===== config.mk =====
export PLATFORM = sky130hd
export DESIGN_NAME = bitslice_alu
export DESIGN_NICKNAME = d
export VERILOG_FILES = /design/src/rtl/alu_slice_pkg.sv /design/src/rtl/alu_bit_slice.sv /design/src/rtl/alu_msb_slice.sv /design/src/rtl/bitslice_alu.sv
export SDC_FILE = /design/constraint.sdc
export NUM_CORES = 1
export LEC_CHECK = 0
export BUFFER_PORTS_ARGS = -buffer_cell sky130_fd_sc_hd__buf_2
export CAP_MARGIN = 20
export CORE_ASPECT_RATIO = 1.1
export CORE_UTILIZATION = 40
export DETAILED_ROUTE_END_ITERATION = 10
export PLACE_DENSITY_LB_ADDON = 0.25
export SLEW_MARGIN = 25
export SYNTH_ARGS = -nofsm -noshare
export SYNTH_HDL_FRONTEND = slang
export SYNTH_SLANG_ARGS = --single-unit
export TNS_END_PERCENT = 30

===== constraint.sdc =====
create_clock -name vclk -period 24.1
set_input_delay 2.41 -clock vclk [all_inputs]
set_output_delay 2.41 -clock vclk [all_outputs]
set_load 0.1 [all_outputs]

===== src/rtl/alu_slice_pkg.sv =====
package alu_slice_pkg;

    typedef enum logic [1:0] {
        OP_AND  = 2'd0,
        OP_OR   = 2'd1,
        OP_ADD  = 2'd2,
        OP_LESS = 2'd3
    } alu_op_e;

    typedef struct packed {
        logic sum;
        logic carry;
    } fa_out_t;

    function automatic fa_out_t full_add(input logic x, input logic y, input logic ci);
        fa_out_t r;
        r.sum   = x ^ y ^ ci;
        r.carry = (x & y) | (x & ci) | (y & ci);
        return r;
    endfunction

    function automatic logic pick_bit(input alu_op_e op, input logic x, input logic y,
                                      input logic s, input logic lt);
        logic r;
        unique case (op)
            OP_AND:  r = x & y;
            OP_OR:   r = x | y;
            OP_ADD:  r = s;
            default: r = lt;
        endcase
        return r;
    endfunction

endpackage


===== src/rtl/alu_bit_slice.sv =====
module alu_bit_slice
    import alu_slice_pkg::*;
(
    input  logic    a_bit,
    input  logic    b_bit,
    input  logic    b_inv,
    input  logic    c_in,
    input  logic    less,
    input  alu_op_e op,
    output logic    res,
    output logic    sum,
    output logic    c_out
);
    logic    b_eff;
    fa_out_t fa;

    always_comb begin
        b_eff = b_bit ^ b_inv;
        fa    = full_add(a_bit, b_eff, c_in);
        sum   = fa.sum;
        c_out = fa.carry;
        res   = pick_bit(op, a_bit, b_eff, fa.sum, less);
    end
endmodule


===== src/rtl/alu_msb_slice.sv =====
module alu_msb_slice
    import alu_slice_pkg::*;
(
    input  logic    a_bit,
    input  logic    b_bit,
    input  logic    b_inv,
    input  logic    c_in,
    input  logic    less,
    input  alu_op_e op,
    output logic    res,
    output logic    c_out,
    output logic    set_bit,
    output logic    ovf
);
    logic sum;
    logic carry;

    alu_bit_slice core_i (
        .a_bit (a_bit),
        .b_bit (b_bit),
        .b_inv (b_inv),
        .c_in  (c_in),
        .less  (less),
        .op    (op),
        .res   (res),
        .sum   (sum),
        .c_out (carry)
    );

    always_comb begin
        c_out   = carry;
        ovf     = c_in ^ carry;
        set_bit = sum ^ ovf;
    end

    // overflow only when both addends share a sign and the sum bit differs from it
    always_comb begin
        if (ovf) begin
            a_r5_ovf_sign: assert ((a_bit == (b_bit ^ b_inv)) && (sum != a_bit))
                else $error("R5 overflow raised with inconsistent operand signs");
        end
    end
endmodule


===== src/rtl/bitslice_alu.sv =====
module bitslice_alu
    import alu_slice_pkg::*;
#(
    parameter int WIDTH = 32
) (
    input  logic [WIDTH-1:0] opnd_a,
    input  logic [WIDTH-1:0] opnd_b,
    input  logic             b_negate,
    input  logic             carry_in,
    input  logic [1:0]       op_sel,
    output logic [WIDTH-1:0] result,
    output logic             carry_out,
    output logic             zero,
    output logic             overflow
);
    localparam int TOP = WIDTH - 1;

    alu_op_e          op;
    logic [WIDTH:0]   chain;
    logic             set_fb;

    assign op       = alu_op_e'(op_sel);
    assign chain[0] = carry_in;

    genvar i;
    generate
        for (i = 0; i < TOP; i++) begin : g_low
            alu_bit_slice slice_i (
                .a_bit (opnd_a[i]),
                .b_bit (opnd_b[i]),
                .b_inv (b_negate),
                .c_in  (chain[i]),
                .less  ((i == 0) ? set_fb : 1'b0),
                .op    (op),
                .res   (result[i]),
                .sum   (),
                .c_out (chain[i+1])
            );
        end
    endgenerate

    alu_msb_slice top_i (
        .a_bit   (opnd_a[TOP]),
        .b_bit   (opnd_b[TOP]),
        .b_inv   (b_negate),
        .c_in    (chain[TOP]),
        .less    (1'b0),
        .op      (op),
        .res     (result[TOP]),
        .c_out   (chain[WIDTH]),
        .set_bit (set_fb),
        .ovf     (overflow)
    );

    assign carry_out = chain[WIDTH];
    assign zero      = ~|result;

    logic [WIDTH-1:0] b_ref;
    logic [WIDTH:0]   wide_ref;

    always_comb begin
        b_ref    = b_negate ? ~opnd_b : opnd_b;
        wide_ref = {1'b0, opnd_a} + {1'b0, b_ref} + {{WIDTH{1'b0}}, carry_in};
        if (op == OP_AND) begin
            a_r1_and: assert (result == (opnd_a & b_ref))
                else $error("R1 AND result mismatch");
        end
        if (op == OP_OR) begin
            a_r2_or: assert (result == (opnd_a | b_ref))
                else $error("R2 OR result mismatch");
        end
        if (op == OP_ADD) begin
            a_r3_sum: assert ({carry_out, result} == wide_ref)
                else $error("R3 ripple sum mismatch");
        end
        if (op == OP_ADD && b_negate && carry_in) begin
            a_r4_sub: assert (result == opnd_a - opnd_b)
                else $error("R4 difference mismatch");
        end
        if (op == OP_LESS) begin
            a_r6_upper_clear: assert (result[WIDTH-1:1] == '0)
                else $error("R6 upper bits not clear");
        end
        if (op == OP_LESS && b_negate && carry_in) begin
            a_r6_signed_lt: assert (result[0] == ($signed(opnd_a) < $signed(opnd_b)))
                else $error("R6 signed compare mismatch");
        end
    end
endmodule


-- Word level (Yosys, flattened, before mapping)
Cells that the tools add are included.
Widths: inputs -> output; s select.
- output and inout port bits: 35
- logic and storage cells: 327
- input bits: 68
- register bits after elaboration: 0
- bitwise gates (word level): 290
- multiplexer cells: 32
- eq/ne operators: 2
- reductions and logical operators: 3
- operators with widths (cell ; number):
    $xor 1x1->1 ; 98
    $and 1x1->1 ; 96
    $or 1x1->1 ; 96
    $pmux 1 s3 ; 32
    $reduce_or 32->1 ; 1
    $eq 2x1->1 const B ; 1
    $eq 2x2->1 const B ; 1
    $logic_not 2->1 ; 1
    $logic_not 1->1 ; 1

-- Depth between registers and ports, before layout
Gate-level depths: netlist (run 1).
- depth after elaboration: 102
- gate-level depth with buffers: 42

-- Hierarchy
Synthesis (run 1) repeated with hierarchy kept, for this count alone.
- cells, all modules: 366
- area total of the unflattened synthesis: 3271.9 sq um
- modules (own cells, without submodules) (module ; area each (sq um) ; cells an instance ; instances):
    alu_bit_slice ; 98.8 ; 11 ; 32
    bitslice_alu ; 76.3 ; 12 ; 1
    alu_msb_slice ; 32.5 ; 2 ; 1

-- Worst setup path before layout (run 1)
OpenSTA, ideal clock, no wires.
- path kind: input to output
- from: input b_negate
- to: output overflow
- slack: 4.565 ns
- data arrival time: 17.125 ns
- stages on the path: 38
- path buffers: 2
- path through: clkbuf_1 buf_2 xor2_1 inv_1 fa_1 inv_1 fa_1 fa_1 fa_1 fa_1 fa_1 fa_1 fa_1 fa_1 fa_1 fa_1 fa_1 fa_1 [2 not listed] fa_1 fa_1 fa_1 fa_1 fa_1 fa_1 fa_1 fa_1 fa_1 fa_1 fa_1 fa_1 fa_1 fa_1 fa_1 fa_1 fa_1 xor2_1
- word-level cells in the longest chain between the ends: 98
- elaborated cells between the ends (all ways): 192
- classes of those cells: 192 x bitwise
- ends and longest elaborated chain (item ; RTL line ; source):
    start, declared ; bitslice_alu.sv:8 ; input logic b_negate,
    $xor 1x1->1 ; alu_bit_slice.sv:18 ; b_eff = b_bit ^ b_inv;
    $and 1x1->1 ; alu_slice_pkg.sv:18 ; r.carry = (x & y) | (x & ci) | (y & ci);
    $or 1x1->1 (2 in a row) ; alu_slice_pkg.sv:18 ;
    $and 1x1->1 ; alu_slice_pkg.sv:18 ;
    $or 1x1->1 (2 in a row) ; alu_slice_pkg.sv:18 ;
    $and 1x1->1 ; alu_slice_pkg.sv:18 ;
    $or 1x1->1 (2 in a row) ; alu_slice_pkg.sv:18 ;
    $and 1x1->1 ; alu_slice_pkg.sv:18 ;
    [78 not listed] ; n/a ;
    $or 1x1->1 (2 in a row) ; alu_slice_pkg.sv:18 ;
    $and 1x1->1 ; alu_slice_pkg.sv:18 ;
    $or 1x1->1 (2 in a row) ; alu_slice_pkg.sv:18 ;
    $and 1x1->1 ; alu_slice_pkg.sv:18 ;
    $or 1x1->1 ; alu_slice_pkg.sv:18 ;
    $or 1x1->1 (*) ; alu_slice_pkg.sv:18 ;
    named net carry_out ; bitslice_alu.sv:12 ; output logic carry_out,
    $xor 1x1->1 (*) ; alu_msb_slice.sv:32 ; ovf = c_in ^ carry;
    end, declared ; bitslice_alu.sv:14 ; output logic overflow
The timed path passes the listed nets; every way through them passes the cells marked *.

-- Worst setup path in the final report (run 1)
- from: input b_negate
- to: output zero
- word-level cells in the longest chain between the ends: 102
- elaborated cells between the ends (all ways): 323
- classes of those cells: 32 x mux; 289 x bitwise; 2 x reduce/logical
- ends and longest elaborated chain (item ; RTL line ; source):
    $xor 1x1->1 ; alu_bit_slice.sv:18 ;
    $and 1x1->1 ; alu_slice_pkg.sv:18, alu_slice_pkg.sv:26 ;
    $or 1x1->1 (2 in a row) ; alu_slice_pkg.sv:18 ;
    $and 1x1->1 ; alu_slice_pkg.sv:18 ;
    $or 1x1->1 (2 in a row) ; alu_slice_pkg.sv:18 ;
    $and 1x1->1 ; alu_slice_pkg.sv:18 ;
    $or 1x1->1 (2 in a row) ; alu_slice_pkg.sv:18 ;
    $and 1x1->1 ; alu_slice_pkg.sv:18 ;
    [81 not listed] ; n/a ;
    $or 1x1->1 (2 in a row) ; alu_slice_pkg.sv:18 ;
    $and 1x1->1 ; alu_slice_pkg.sv:18 ;
    $or 1x1->1 (2 in a row) ; alu_slice_pkg.sv:18 ;
    $xor 1x1->1 ; alu_msb_slice.sv:32 ;
    $xor 1x1->1 ; alu_msb_slice.sv:33 ; set_bit = sum ^ ovf;
    $pmux 1 s3 ; alu_slice_pkg.sv:25 ; unique case (op)
    $reduce_or 32->1 (*) ; bitslice_alu.sv:56 ; assign zero = ~|result;
    $logic_not 1->1 (*) ; bitslice_alu.sv:56 ;
    end, declared ; bitslice_alu.sv:13 ; output logic zero,
Every way passes the cells marked *; elsewhere a longest branch is shown, timed or not.

==> impl_metrics.xml, run 1 <==
<?xml version="1.0" encoding="UTF-8"?>
<metrics>
  <group name="outcome">
    <metric name="run_status" unit="">complete, no violations</metric>
  </group>
  <group name="finish">
    <metric name="nFillCells" unit="">808</metric>
    <metric name="post_route_cells_drive_above_1_share" unit="%">24.55</metric>
    <metric name="clockBufferCount" unit="">0</metric>
    <metric name="final_cell_mix" unit="">buf_2 (103), inv_1 (99), ha_1 (64)</metric>
    <metric name="fin_cells" unit="">550</metric>
    <metric name="seq_area" unit="µm²">0</metric>
    <metric name="final_net_count" unit="">611</metric>
    <metric name="final_common_cell" unit="">buf_2</metric>
    <metric name="area_delta_synth_final" unit="%">10.55</metric>
    <metric name="layout.core_utilization" unit="%">46.33</metric>
    <metric name="numSequentialCells" unit="">0</metric>
  </group>
  <group name="pwr">
    <metric name="power.leakage" unit="nW">2.072</metric>
    <metric name="ir_worst_vdd" unit="mV">0.01916</metric>
    <metric name="cellPowerDensity" unit="mW/mm²">39.58</metric>
  </group>
  <group name="global_route">
    <metric name="use_met2" unit="%">28.67</metric>
    <metric name="first_pass_grt_wire_length" unit="mm">10.14</metric>
    <metric name="grt_busiest_layer" unit="">met2</metric>
    <metric name="grt_antenna_before_repair" unit="">0</metric>
    <metric name="grt_max_degree" unit="">34</metric>
    <metric name="grt_util_met3" unit="%">0.6061</metric>
    <metric name="track_usage" unit="%">15.11</metric>
    <metric name="globalRouteOverflowTotal" unit="">0</metric>
    <metric name="use_met1" unit="%">19.58</metric>
    <metric name="vias_in_the_first_global_route" unit="">2256</metric>
  </group>
  <group name="critical_path">
    <metric name="timing.critical_path.mode_cell" unit="">fa_1</metric>
    <metric name="crit_slowest_cell" unit="">fa_1</metric>
    <metric name="crit_family" unit="">adder cells</metric>
    <metric name="criticalPathCategory" unit="">in2out</metric>
    <metric name="timing.critical_path.to_type" unit="">output port</metric>
    <metric name="worstPathArrival" unit="ns">17.15</metric>
    <metric name="setup.worst_path.start" unit="">b_negate</metric>
    <metric name="critical_path_required" unit="ns">21.69</metric>
    <metric name="worst_setup_path_start_kind" unit="">input port</metric>
    <metric name="cpPeakStageDelay" unit="ns">0.46</metric>
    <metric name="critical_path.n_buffers_inverters" unit="">5</metric>
    <metric name="path_max_fanout" unit="">32</metric>
  </group>
  <group name="route">
    <metric name="drt_iter0_drc" unit="">57</metric>
    <metric name="routedWlPerCell" unit="µm">11.23</metric>
    <metric name="postRouteAntennaNets" unit="">0</metric>
    <metric name="via_per_inst" unit="">4.315</metric>
    <metric name="drt_pass1_iterations" unit="">4</metric>
    <metric name="drc_violations_left" unit="">0</metric>
    <metric name="dr_total_vias" unit="">2373</metric>
    <metric name="route.final.wire_length" unit="mm">6.175</metric>
  </group>
  <group name="timing">
    <metric name="final_critical_path_setup_slack" unit="ns">4.544</metric>
    <metric name="setup_viol" unit="">0</metric>
    <metric name="setup_tns" unit="ns">0</metric>
    <metric name="timing_max_transition_violations_final" unit="">0</metric>
    <metric name="timing_hold_violations_final" unit="">0</metric>
    <metric name="max-slew-margin-rel" unit="%">55.80</metric>
    <metric name="timing.final.crit_share" unit="%">81.14</metric>
    <metric name="post-route-min-period" unit="ns">19.56</metric>
    <metric name="timing_worst_slew_pin_value" unit="ns">0.6601</metric>
    <metric name="unrepaired_setup_endpoints_after_global_routing" unit="">no</metric>
    <metric name="clock.fmax" unit="MHz">51.14</metric>
  </group>
  <group name="min_path">
    <metric name="min_path_type" unit="">in2out</metric>
    <metric name="hold_start" unit="">opnd_a[31]</metric>
  </group>
  <group name="clocking">
    <metric name="cts_hold_repair.buffers" unit="">0</metric>
    <metric name="cts_resized" unit="">0</metric>
    <metric name="postCtsSetupBuffers" unit="">0</metric>
  </group>
  <group name="synthesis">
    <metric name="synthesis.area_per_instance" unit="µm²">8.225</metric>
    <metric name="synth_area" unit="mm²">0.003167</metric>
    <metric name="synth-warning-count" unit="">0</metric>
    <metric name="netlist_instances" unit="">385</metric>
    <metric name="postSynthNetCount" unit="">550</metric>
    <metric name="synth_sequential_area_ratio" unit="%">0</metric>
    <metric name="ys_types" unit="">20</metric>
  </group>
  <group name="placement">
    <metric name="dp.final_hpwl" unit="mm">5.188</metric>
    <metric name="gpl.final_weighted_congestion" unit="">0.7958</metric>
    <metric name="total_of_buffers_placed_on_input_and_output_ports" unit="">103</metric>
    <metric name="pre_cts_ws" unit="ns">4.501</metric>
    <metric name="dp.cells" unit="">549</metric>
  </group>
  <group name="floorplan">
    <metric name="top_level_ports" unit="">103</metric>
    <metric name="placement_rows" unit="">33</metric>
    <metric name="initial_core_util" unit="%">41.91</metric>
    <metric name="core" unit="mm²">0.007556</metric>
    <metric name="die_area" unit="mm²">0.008277</metric>
    <metric name="dieWidth" unit="µm">86.84</metric>
    <metric name="fp.dieH" unit="µm">95.32</metric>
  </group>
  <group name="job">
    <metric name="max-cap-violations" unit="">0</metric>
  </group>
</metrics>
kinds of logic after synthesis:
logic type / synth area share, %
xor+xnor: 9.127
mux: 10.51
simple gates: 6.203
fa+ha+maj: 46.15
buf+inv: 22.48
compound gates: 5.531
final timing paths:
check / endpoint / slack [ns] / cells past startpoint
worst max-delay path: zero / 4.54 / 43
worst min-delay path: overflow / 5.57 / 4
report_power, final:
group | switching, mW | internal, mW
clock network | 0 | 0.00000000557
registers | 0 | 0
logic | 0.106 | 0.0326
total | 0.106 | 0.0326
stage by stage:
step	power (mW)	instance area (µm²)	hold WS, ns
6_report	0.1385	3501	5.565
5_1_grt	0.1518	3498	5.597
4_1_cts	0.1402	3498	5.576
3_5_place_dp	0.1400	3498	5.576
3_3_place_gp	0.1378	3498	5.565
2_1_floorplan	0.1241	3167	5.139
layer usage:
layer | share of wire, % | vias up
li1 | - | 1222
met1 | 43 | 1103
met2 | 53 | 46
met3 | 3.4 | 2
met4 | 0.24 | 0
met5 | 0 | -
synth_stat cells:
library cell / number / area (µm²)
a211oi_1: 2 / 15.01
nor4_1: 5 / 31.28
inv_1: 99 / 371.6
nand4b_1: 1 / 8.760
nand4_1: 2 / 12.51
buf_4: 34 / 255.2
fa_1: 33 / 660.6
nand2_1: 29 / 108.9
mux4_2: 1 / 22.52
nor2_1: 5 / 18.77
buf_6: 4 / 45.04
clkbuf_1: 4 / 15.01
a21o_1: 2 / 15.01
nor3_2: 1 / 10.01
xor2_1: 33 / 289.0
buf_2: 5 / 25.02
nor2b_1: 1 / 6.260
ha_1: 64 / 800.8
o21ai_0: 29 / 145.1
mux2i_1: 31 / 310.3
area by class of cell:
type | instances | area [µm²] | share of cell area [%]
Tap cell | 105 | 131.4 | 3.753
Antenna cell | 1 | 2.502 | 0.07148
Timing Repair Buffer | 106 | 538.0 | 15.37
Inverter | 99 | 371.6 | 10.61
Multi-Input combinational cell | 239 | 2457 | 70.19
Power figures use the tool's default switching activity.
==> inputs of run 2 (changes only) <==
==> constraint.sdc (replaced) <==
create_clock -name vclk -period 19.1
set_input_delay 1.91 -clock vclk [all_inputs]
set_output_delay 1.91 -clock vclk [all_outputs]
set_load 0.1 [all_outputs]
==> run 2 against run 1 <==
Global-route usage increased by 0.30 points. First-iteration DRC count decreased by 40%. Routed wire length increased by 2.6%. Sequential share of layout area unchanged. Cell count unchanged. Combinational power increased by 26%. Design area increased by 0.43%. Flip-flop and latch count unchanged. Utilization increased by 0.20 points. Clock-buffer cell count unchanged. Setup slack got worse by 3.5 ns. Critical path depth decreased by 1. Highest routed layer unchanged.
==> impl_metrics.xml, run 2 (synthesized netlist as in run 1, its figures left out) <==
<?xml version="1.0" encoding="UTF-8"?>
<metrics>
  <group name="global_route">
    <metric name="grt_max_degree" unit="">34</metric>
    <metric name="vias_in_the_first_global_route" unit="">2292</metric>
    <metric name="track_usage" unit="%">15.40</metric>
    <metric name="grt_busiest_layer" unit="">met2</metric>
    <metric name="grt_util_met3" unit="%">0.1732</metric>
    <metric name="first_pass_grt_wire_length" unit="mm">10.28</metric>
    <metric name="grt_antenna_before_repair" unit="">1</metric>
    <metric name="globalRouteOverflowTotal" unit="">0</metric>
    <metric name="use_met2" unit="%">31.10</metric>
    <metric name="use_met1" unit="%">18.25</metric>
  </group>
  <group name="timing">
    <metric name="unrepaired_setup_endpoints_after_global_routing" unit="">no</metric>
    <metric name="timing.final.crit_share" unit="%">94.58</metric>
    <metric name="timing_hold_violations_final" unit="">0</metric>
    <metric name="timing_max_transition_violations_final" unit="">0</metric>
    <metric name="clock.fmax" unit="MHz">55.36</metric>
    <metric name="max-slew-margin-rel" unit="%">55.44</metric>
    <metric name="whs" unit="ns">4.544</metric>
    <metric name="timing_worst_slew_pin_value" unit="ns">0.6654</metric>
    <metric name="final_critical_path_setup_slack" unit="ns">1.036</metric>
    <metric name="setup_tns" unit="ns">0</metric>
    <metric name="setup_viol" unit="">0</metric>
    <metric name="post-route-min-period" unit="ns">18.06</metric>
  </group>
  <group name="route">
    <metric name="drc_violations_left" unit="">0</metric>
    <metric name="postRouteAntennaNets" unit="">0</metric>
    <metric name="via_per_inst" unit="">4.345</metric>
    <metric name="route.final.wire_length" unit="mm">6.336</metric>
    <metric name="dr_total_vias" unit="">2390</metric>
    <metric name="drt_iter0_drc" unit="">34</metric>
    <metric name="routedWlPerCell" unit="µm">11.52</metric>
    <metric name="drt_pass1_iterations" unit="">4</metric>
  </group>
  <group name="critical_path">
    <metric name="crit_slowest_cell" unit="">fa_1</metric>
    <metric name="worstPathArrival" unit="ns">16.15</metric>
    <metric name="timing.critical_path.mode_cell" unit="">fa_1</metric>
    <metric name="cpPeakStageDelay" unit="ns">0.46</metric>
    <metric name="criticalPathCategory" unit="">in2out</metric>
    <metric name="timing.critical_path.to_type" unit="">output port</metric>
    <metric name="critical_path_required" unit="ns">17.19</metric>
    <metric name="path_max_fanout" unit="">3</metric>
    <metric name="critical_path.n_buffers_inverters" unit="">4</metric>
    <metric name="crit_family" unit="">adder cells</metric>
    <metric name="cp_num_cells" unit="">42</metric>
    <metric name="worst_setup_path_start_kind" unit="">input port</metric>
  </group>
  <group name="pwr">
    <metric name="power_frac_seq" unit="%">0</metric>
    <metric name="cellPowerDensity" unit="mW/mm²">49.83</metric>
    <metric name="clkPwrFrac" unit="%">0</metric>
    <metric name="comb_power_share" unit="%">100.0</metric>
    <metric name="power.switching_fraction" unit="%">76.45</metric>
    <metric name="internal_power" unit="mW">0.04127</metric>
    <metric name="power_switching" unit="mW">0.1339</metric>
    <metric name="total_power" unit="mW">0.1752</metric>
    <metric name="ir_worst_vdd" unit="mV">0.02603</metric>
    <metric name="power.leakage" unit="nW">2.074</metric>
  </group>
  <group name="finish">
    <metric name="post_route_cells_drive_above_1_share" unit="%">24.55</metric>
    <metric name="clockBufferCount" unit="">0</metric>
    <metric name="layout.core_utilization" unit="%">46.53</metric>
    <metric name="final_common_cell" unit="">buf_2</metric>
    <metric name="final_cell_mix" unit="">buf_2 (102), inv_1 (99), ha_1 (64)</metric>
    <metric name="seq_area" unit="µm²">0</metric>
    <metric name="final_net_count" unit="">611</metric>
    <metric name="area_delta_synth_final" unit="%">11.02</metric>
    <metric name="numSequentialCells" unit="">0</metric>
  </group>
  <group name="placement">
    <metric name="pre_cts_ws" unit="ns">1.008</metric>
    <metric name="total_of_buffers_placed_on_input_and_output_ports" unit="">103</metric>
    <metric name="dp.final_hpwl" unit="mm">5.410</metric>
    <metric name="gpl.final_weighted_congestion" unit="">0.7869</metric>
  </group>
  <group name="floorplan">
    <metric name="fp.dieH" unit="µm">95.32</metric>
    <metric name="die_area" unit="mm²">0.008277</metric>
    <metric name="core" unit="mm²">0.007556</metric>
    <metric name="dieWidth" unit="µm">86.84</metric>
    <metric name="initial_core_util" unit="%">41.91</metric>
    <metric name="placement_rows" unit="">33</metric>
    <metric name="top_level_ports" unit="">103</metric>
  </group>
  <group name="job">
    <metric name="max-cap-violations" unit="">0</metric>
  </group>
  <group name="clocking">
    <metric name="cts_hold_repair.buffers" unit="">0</metric>
    <metric name="cts_resized" unit="">0</metric>
    <metric name="postCtsSetupBuffers" unit="">0</metric>
  </group>
  <group name="min_path">
    <metric name="holdPathEnd" unit="">overflow</metric>
    <metric name="timing.hold.worst_path_depth" unit="">4</metric>
    <metric name="hold_start" unit="">opnd_a[31]</metric>
    <metric name="min_path_type" unit="">in2out</metric>
  </group>
  <group name="outcome">
    <metric name="run_status" unit="">complete, no violations</metric>
  </group>
</metrics>
-- run 2: power groups by stage --
stage	combinational (mW)	sequential (mW)	clock, mW
6_report	0.175	0	0.00000000700
5_1_grt	0.192	0	0.00000000700
3_3_place_gp	0.174	0	0
4_1_cts	0.177	0	0
3_5_place_dp	0.177	0	0
2_1_floorplan	0.157	0	0
-- run 2: worst max path at each step --
stage / from / to / slack [ns]
2_1_floorplan: b_negate / overflow / 0.56
3_3_place_gp: b_negate / zero / 1.35
3_5_place_dp: b_negate / zero / 1.01
4_1_cts: b_negate / zero / 1.00
5_1_grt: b_negate / zero / 0.43
6_report: b_negate / zero / 1.04
-- run 2: cell type report --
cell class	count	area (µm²)
Fill cell	788	4040
Multi-Input combinational cell	239	2457
Tap cell	105	131.4
Antenna cell	1	2.502
Timing Repair Buffer	106	553.0
Inverter	99	371.6
-- run 2: routing by layer --
| metal | up-vias | wire, µm |
|---|---|---|
| li1 | 1218 | - |
| met3 | 6 | 188 |
| met4 | 0 | 104 |
| met1 | 1116 | 2637 |
| met5 | - | 0 |
| met2 | 50 | 3405 |
-- run 2: stage by stage --
stage | cells | cell area (µm²)
after floorplan | 385 | 3167
after global placement | 549 | 3513
after detailed placement | 549 | 3513
after CTS | 549 | 3513
after global routing | 550 | 3516
final | 550 | 3516
==> inputs of run 3 (changes only) <==
--- a/config.mk
+++ b/config.mk
@@ -6,11 +6,11 @@
 export NUM_CORES = 1
 export LEC_CHECK = 0
 export BUFFER_PORTS_ARGS = -buffer_cell sky130_fd_sc_hd__buf_2
-export CAP_MARGIN = 20
 export CORE_ASPECT_RATIO = 1.1
-export CORE_UTILIZATION = 40
+export CORE_UTILIZATION = 35
 export DETAILED_ROUTE_END_ITERATION = 10
 export PLACE_DENSITY_LB_ADDON = 0.25
+export RECOVER_POWER = 100
 export SLEW_MARGIN = 25
 export SYNTH_ARGS = -nofsm -noshare
 export SYNTH_HDL_FRONTEND = slang
==> run 3 against run 2 <==
Combinational power is essentially flat. First-iteration DRC count is 12% lower. Utilization decreased by 7.1 points. Non-clock buffer count stayed put. Via count is 0.59% higher. Hold slack improved by 0.027 ns. Global-route usage fell by 1.8 points. Largest power group unchanged. Highest routed layer unchanged.
==> impl_metrics.xml, run 3 (synthesized netlist as in run 1, its figures left out) <==
<?xml version="1.0" encoding="UTF-8"?>
<metrics>
  <group name="clocking">
    <metric name="cts_resized" unit="">0</metric>
    <metric name="postCtsSetupBuffers" unit="">0</metric>
    <metric name="cts_hold_repair.buffers" unit="">0</metric>
  </group>
  <group name="critical_path">
    <metric name="cpPeakStageDelay" unit="ns">0.46</metric>
    <metric name="worst_setup_path_start_kind" unit="">input port</metric>
    <metric name="timing.critical_path.to_type" unit="">output port</metric>
    <metric name="path_max_fanout" unit="">3</metric>
    <metric name="criticalPathCategory" unit="">in2out</metric>
    <metric name="timing.critical_path.mode_cell" unit="">fa_1</metric>
    <metric name="critical_path_required" unit="ns">17.19</metric>
    <metric name="worstPathArrival" unit="ns">16.44</metric>
    <metric name="setup.worst_path.start" unit="">b_negate</metric>
    <metric name="crit_slowest_cell" unit="">fa_1</metric>
  </group>
  <group name="route">
    <metric name="dr_total_vias" unit="">2404</metric>
    <metric name="route.final.wire_length" unit="mm">6.478</metric>
    <metric name="routedWlPerCell" unit="µm">11.59</metric>
    <metric name="postRouteAntennaNets" unit="">0</metric>
    <metric name="drt_pass1_iterations" unit="">4</metric>
    <metric name="drc_violations_left" unit="">0</metric>
    <metric name="via_per_inst" unit="">4.301</metric>
    <metric name="drt_iter0_drc" unit="">30</metric>
  </group>
  <group name="timing">
    <metric name="timing_worst_slew_pin_value" unit="ns">1.443</metric>
    <metric name="unrepaired_setup_endpoints_after_global_routing" unit="">no</metric>
    <metric name="post-route-min-period" unit="ns">18.35</metric>
    <metric name="max-slew-margin-rel" unit="%">3.812</metric>
    <metric name="clock.fmax" unit="MHz">54.49</metric>
    <metric name="timing_hold_violations_final" unit="">0</metric>
    <metric name="timing_max_transition_violations_final" unit="">0</metric>
    <metric name="whs" unit="ns">4.571</metric>
    <metric name="timing.final.crit_share" unit="%">96.08</metric>
    <metric name="setup_viol" unit="">0</metric>
    <metric name="setup_tns" unit="ns">0</metric>
    <metric name="final_critical_path_setup_slack" unit="ns">0.7493</metric>
  </group>
  <group name="placement">
    <metric name="dp.final_hpwl" unit="mm">5.453</metric>
    <metric name="total_of_buffers_placed_on_input_and_output_ports" unit="">103</metric>
    <metric name="gpl.final_weighted_congestion" unit="">0.7798</metric>
    <metric name="pre_cts_ws" unit="ns">0.9012</metric>
    <metric name="detailed_place.area" unit="mm²">0.003525</metric>
  </group>
  <group name="finish">
    <metric name="clockBufferCount" unit="">0</metric>
    <metric name="final_net_count" unit="">611</metric>
    <metric name="post_route_cells_drive_above_1_share" unit="%">16.67</metric>
    <metric name="numSequentialCells" unit="">0</metric>
    <metric name="post_layout_instance_area" unit="mm²">0.003478</metric>
    <metric name="final_cell_mix" unit="">inv_1 (99), buf_2 (69), ha_1 (64)</metric>
    <metric name="area_delta_synth_final" unit="%">9.838</metric>
    <metric name="nFillCells" unit="">986</metric>
    <metric name="footprint_of_the_multi_input_gates" unit="mm²">0.002450</metric>
    <metric name="seq_area" unit="µm²">0</metric>
    <metric name="final_common_cell" unit="">inv_1</metric>
  </group>
  <group name="min_path">
    <metric name="hold_start" unit="">opnd_a[15]</metric>
    <metric name="timing.hold.worst_path_depth" unit="">6</metric>
    <metric name="min_path_type" unit="">in2out</metric>
  </group>
  <group name="floorplan">
    <metric name="die_area" unit="mm²">0.009433</metric>
    <metric name="initial_core_util" unit="%">35.87</metric>
    <metric name="fp.dieH" unit="µm">101.8</metric>
    <metric name="top_level_ports" unit="">103</metric>
    <metric name="dieWidth" unit="µm">92.70</metric>
    <metric name="placement_rows" unit="">36</metric>
    <metric name="core" unit="mm²">0.008828</metric>
  </group>
  <group name="outcome">
    <metric name="run_status" unit="">complete, no violations</metric>
  </group>
  <group name="global_route">
    <metric name="track_usage" unit="%">13.59</metric>
    <metric name="grt_max_degree" unit="">34</metric>
    <metric name="first_pass_grt_wire_length" unit="mm">10.48</metric>
    <metric name="vias_in_the_first_global_route" unit="">2272</metric>
    <metric name="globalRouteOverflowTotal" unit="">0</metric>
    <metric name="grt_antenna_before_repair" unit="">0</metric>
  </group>
  <group name="pwr">
    <metric name="cellPowerDensity" unit="mW/mm²">49.59</metric>
    <metric name="ir_worst_vdd" unit="mV">0.02989</metric>
    <metric name="power.leakage" unit="nW">1.967</metric>
    <metric name="total_power" unit="mW">0.1725</metric>
  </group>
  <group name="job">
    <metric name="max-cap-violations" unit="">0</metric>
  </group>
</metrics>
-- run 3: cell count changes in the layout (fill, tap and decap cells not counted) --
cell	previous run	this run
buf_2	102	69
nor3_1	0	1
nor2b_2	1	0
clkbuf_1	0	33
nor2b_1	0	1
nor3_2	1	0
-- run 3: final timing paths --
check,end,slack [ns]
max,zero,0.75
min,zero,4.57
-- run 3: layout make-up --
type / instances / share of cell area [%]
multi-input cells: 239 / 70.43
well taps: 114 / 4.101
inverters: 99 / 10.68
diodes: 1 / 0.07194
repair buffers: 106 / 14.71
-- run 3: worst max-delay path, delay by kind of cell --
family / cells / cell delay, ns
buf+inv: 4 / 0.50
simple gates: 4 / 1.11
compound gates: 1 / 0.13
xor+xnor: 1 / 0.18
fa+ha+maj: 32 / 12.56
-- run 3: routing by layer --
layer | track usage (%) | vias up | routed length, µm
met5 | 0 | - | 0
met4 | 2.012 | 0 | 80
met3 | 0.4505 | 2 | 207
li1 | - | 1224 | -
met1 | 16.53 | 1129 | 2783
met2 | 26.95 | 49 | 3406
-- run 3: stage by stage --
step | utilization, % | instances
finish | 39.40 | 559
global route | 39.37 | 558
CTS | 39.92 | 558
detailed placement | 39.92 | 558
global placement | 39.92 | 558
floorplan | - | 385
-- run 3: report_power, final --
part           switching [mW]  internal [mW]
clock                       0  0.00000000702
combinational           0.134         0.0383
sequential                  0              0
